**src/rtl/cbc_pkg.sv**
```systemverilog
package cbc_pkg;

  typedef enum logic [1:0] {
    OP_HOLD  = 2'd0,
    OP_CLEAR = 2'd1,
    OP_LOAD  = 2'd2,
    OP_STEP  = 2'd3
  } slice_op_e;

  // Fixed priority: clear over load over count.
  function automatic slice_op_e pick_op(input logic clr_n, input logic ld_n,
                                        input logic en_p, input logic en_t);
    if (!clr_n)            return OP_CLEAR;
    else if (!ld_n)        return OP_LOAD;
    else if (en_p && en_t) return OP_STEP;
    else                   return OP_HOLD;
  endfunction

endpackage

```
**src/rtl/cbc_tc_gen.sv**
```systemverilog
module cbc_tc_gen #(
  parameter int SLICE_W = 4
) (
  input  logic [SLICE_W-1:0] q,
  input  logic               en_t,
  output logic               tc
);
  logic all_ones;
  assign all_ones = &q;
  assign tc       = en_t & all_ones;
endmodule

```
**src/rtl/cbc_slice.sv**
```systemverilog
module cbc_slice
  import cbc_pkg::*;
#(
  parameter int SLICE_W = 4
) (
  input  logic               clk,
  input  logic               clr_n,
  input  logic               ld_n,
  input  logic               en_p,
  input  logic               en_t,
  input  logic [SLICE_W-1:0] d,
  output logic [SLICE_W-1:0] q,
  output logic               tc
);
  localparam logic [SLICE_W-1:0] ONE = SLICE_W'(1);

  slice_op_e          op;
  logic [SLICE_W-1:0] q_r;
  logic [SLICE_W-1:0] q_inc;

  assign op    = pick_op(clr_n, ld_n, en_p, en_t);
  assign q_inc = q_r + ONE;

  always_ff @(posedge clk) begin
    unique case (op)
      OP_CLEAR: q_r <= '0;
      OP_LOAD:  q_r <= d;
      OP_STEP:  q_r <= q_inc;
      default:  q_r <= q_r;
    endcase
  end

  assign q = q_r;

  cbc_tc_gen #(.SLICE_W(SLICE_W)) u_tc (
    .q    (q_r),
    .en_t (en_t),
    .tc   (tc)
  );
endmodule

```
**src/rtl/casc_bin_counter.sv**
```systemverilog
module casc_bin_counter #(
  parameter int SLICE_W  = 4,
  parameter int N_SLICES = 2,
  localparam int TOTAL_W = SLICE_W * N_SLICES
) (
  input  logic               clk,
  input  logic               clr_n,
  input  logic               ld_n,
  input  logic               en_p,
  input  logic               en_t,
  input  logic [TOTAL_W-1:0] din,
  output logic [TOTAL_W-1:0] count,
  output logic               tc_out
);
  // trickle[i] enables slice i; trickle[i+1] is slice i's terminal count.
  wire [N_SLICES:0] trickle;
  assign trickle[0] = en_t;

  for (genvar g = 0; g < N_SLICES; g++) begin : g_slice
    logic [SLICE_W-1:0] q_g;
    cbc_slice #(.SLICE_W(SLICE_W)) u_slice (
      .clk   (clk),
      .clr_n (clr_n),
      .ld_n  (ld_n),
      .en_p  (en_p),
      .en_t  (trickle[g]),
      .d     (din[g*SLICE_W +: SLICE_W]),
      .q     (q_g),
      .tc    (trickle[g+1])
    );
    assign count[g*SLICE_W +: SLICE_W] = q_g;
  end

  assign tc_out = trickle[N_SLICES];
endmodule

```
**config.mk**
```make
export PLATFORM = sky130hd
export DESIGN_NAME = casc_bin_counter
export DESIGN_NICKNAME = d
export VERILOG_FILES = /design/src/rtl/cbc_pkg.sv /design/src/rtl/cbc_tc_gen.sv /design/src/rtl/cbc_slice.sv /design/src/rtl/casc_bin_counter.sv
export SDC_FILE = /design/constraint.sdc
export NUM_CORES = 1
export LEC_CHECK = 0
export BUFFER_PORTS_ARGS = -buffer_cell sky130_fd_sc_hd__buf_2
export CAP_MARGIN = 20
export CORE_UTILIZATION = 35
export DETAILED_ROUTE_END_ITERATION = 12
export PLACE_DENSITY = 0.7
export RECOVER_POWER = 50
export SLEW_MARGIN = 20
export SYNTH_ARGS = -nofsm -noshare
export SYNTH_HDL_FRONTEND = slang
export SYNTH_HIERARCHICAL = 1
export SYNTH_SLANG_ARGS = --single-unit
```
**constraint.sdc**
```tcl
create_clock -name clk -period 1.1 [get_ports clk]
set_input_delay 0.055 -clock clk [delete_from_list [all_inputs] [get_ports clk]]
set_output_delay 0.055 -clock clk [all_outputs]
set_load 0.03 [all_outputs]
```
==> results.md <==
* Largest family of logic cells by synthesized area: simple AND/OR/NAND/NOR gates
* P_int at 0.580 mW
* Synth Net Count at 63
* Min setup slack post-route at -0.216 ns
* Vias per cell at about 5.1
* Clock-pin slew of the registers on the worst-case setup and hold paths at around 0.060 ns
* RSZ-0062 raised after global routing: true
* WP depth at 5
* Crit path cell chain: nand3_2 -> nor2_2 -> buf_4 -> nand4_1 -> o21ai_1
* Count of input and output buffers at 21
* Peak VDD IR at 0.000569 V
* Layout cell share with drive strength beyond 1 at about 52%
* Delay of the slowest critical-path stage at 0.42 ns
* Vias in the first global route at 419
* Switch Pwr at 0.242 mW
* Setup WS pre-CTS at -0.120 ns
* Worst-path maximum fanout at 4
* Cell count after synthesis at 48
* CP Launch Type: flip-flop
* Antenna diode count at 0
* Clock Power Share at 28.0%
* Total die area at 1490 sq um
* FF+latch count, synth at 8
* Clock Tree Buf Depth at 2
* CP max-delay cell: edfxtp_1
* Crit-path leading delay family: flip-flops
* Core Rows at 12
* CTS Buf Count at 3
* CP required at 1.20 ns
* Syn_area_per_cell at 9.75 sq um
* Routability congestion estimate at approximately 0.8
* Relative slew margins at between 80% and 90%
* Synth unique cells at 12
* Vias at 487
* WHS Path Cells at 3
* Post-synthesis mux area share at 0%
* Data arrival time of the critical path at about 1.4 ns
* Area Overhead vs Synth at 58.6%
* TritonCTS clock tree: built
* H-tree level count at 1
* PD cells at 1110 nW/um^2
* Failing checks: setup timing
* Seq/Total Area, Yosys at between 50 and 60%
* Final Hold Vio Count at 0
* Hold Path Class: in -> reg
* Comb pwr share at 25.3%
* Crit end category: flip-flop
* Final period util at 120%
* First-iteration detailed-routing DRC count at 16
* Post-route insts no fill at 96
* Bufs and invs on worst path at 1
* Power share of the sequential group at 46.7%
* Largest net degree at the start of global routing at 7
* Post-Synth Simple-Gate Area at 24.1%
* Core area at 1170 sq um
* NumNets Final at 99
* Final-layout fill cell count at around 100
* Clock Tree Root: clkbuf_4
* Final setup viols at 13
* First-pass GRT wire length at 1840 um
* Die height at 38.6 um
* Post-Route WL at 1200 um
* Overall Power at 0.822 mW
* Post-Synth Adder-Cell Area at about 5.3%
* Die X at 38.6 um
* Initial DRT Pass Iterations at 5
* Total placed cells including tap cells at 89
* Lkg Pwr at 0.343 nW
* Compound-Gate Fraction of Synth Area at 10.2%
* Clk_lat worst skew at 0.25 ns
* Worst-case reg-to-reg path depth at 5
* Total GRT Usage at approximately 20%
* Total negative slack at -1.86 ns
* Final Slew Violations at 0
* Clk sinks at 8
* Commonest non-fill, non-tap cell in the layout: buf_2
* Total congestion overflow at 0
* Max FFs per register at 8
* Fmax at 0.760 GHz
* Setup CP Type: reg -> reg
* Outcome: finished with violations
* DR WL/cell at 12.5 um
* Worst slew pin tran at between 0.2 and 0.3 ns
* Commonest non-fill, non-tap cells in the layout: 18 x buf_2, 11 x nand2_1, 8 x edfxtp_1
* Post-Syn Area at 468 sq um
* Dpl hpwl at 880 um
* Tmin final at 1.32 ns
* Max-cap violations at 0
* Antenna Nets Post-Route at 0
* XOR/XNOR Fraction of Synth Area at 7.49%
* Io pins at 22
* Sw frac at between 20% and 30%
* Worst Skew at 0.00286 ns
* Initial Util at 40.0%
* Initial antenna violation count at 0
* # DRC at 0
* Synthesis Warnings at 6
[worst paths after layout]
check	startpoint	end	slack, ns
min	din[7]	g_slice[1].u_slice/q[3]$_DFFE_PP_	0.08
min reg2reg	g_slice[1].u_slice/q[2]$_DFFE_PP_	g_slice[1].u_slice/q[2]$_DFFE_PP_	0.69
max reg2reg	g_slice[0].u_slice/q[1]$_DFFE_PP_	g_slice[1].u_slice/q[1]$_DFFE_PP_	-0.22
max	g_slice[0].u_slice/q[1]$_DFFE_PP_	g_slice[1].u_slice/q[1]$_DFFE_PP_	-0.22
[cell type report]
class / count / area (sq um) / share of cell area [%]
Clock buffer: 3 / 22.5 / 3.04
Sequential cell: 8 / 240 / 32.4
Tap cell: 14 / 17.5 / 2.36
Inverter: 2 / 7.51 / 1.01
Timing Repair Buffer: 31 / 204 / 27.5
Multi-Input combinational cell: 38 / 250 / 33.7
[routing by layer]
layer	part of all wire, %	GRT usage (%)	wire [um]
met5	0	0	0
met1	47	24.7	563
met3	2.5	3.49	30
met2	49	28.7	584
met4	2.2	18.1	26
[power groups by stage]
stage | clock network [mW] | registers (mW) | logic [mW]
after global routing | 0.257 | 0.386 | 0.225
after floorplan | 0 | 0.435 | 0.0496
after global placement | 0 | 0.389 | 0.177
final | 0.230 | 0.384 | 0.208
after CTS | 0.233 | 0.383 | 0.193
after detailed placement | 0 | 0.390 | 0.178
[worst register-to-register path, stage by stage, from the launching register on]
cell and delay [ns]:
edfxtp_1 0.42, nand3_2 0.09, nor2_2 0.11, buf_4 0.13, nand4_1 0.19, o21ai_1 0.22
[stage by stage]
stage	hold WS (ns)	util (%)	area [sq um]
floorplan	0.243	-	478
global placement	0.333	55.1	646
detailed placement	0.337	55.1	646
CTS	0.0757	59.7	699
global route	0.0736	63.4	742
finish	0.0751	63.4	742
[synthesized netlist by cell type]
master    number  share of area (%)
nand2_1       12                9.6
edfxtp_1       8                 51
nand3_1        6                6.4
o21ai_1        6                6.4
and2b_2        2                3.7
ha_1           2                5.3
inv_1          2                1.6
nand4_1        2                2.7
nor2_1         2                1.6
o21ai_2        2                3.7
xnor2_1        2                3.7
xor2_1         2                3.7
[cell families after synthesis]
group / after synthesis
AND/OR/NAND/NOR: 24
buffers and inverters: 2
AO/OA/AOI/OAI: 8
flip-flops: 8
XOR/XNOR: 4
adder cells (fa/ha/maj): 2
[what timing repair did]
| action | in CTS | in global routing |
|---|---|---|
| hold buffers | 0 | 0 |
| pin swaps | 6 | 6 |
| cloned | 0 | 0 |
| setup buffers | 2 | 3 |
| resized for setup | 5 | 6 |
| setup endpoints to repair | 10 | 13 |
(Power assumes the default switching activity.)
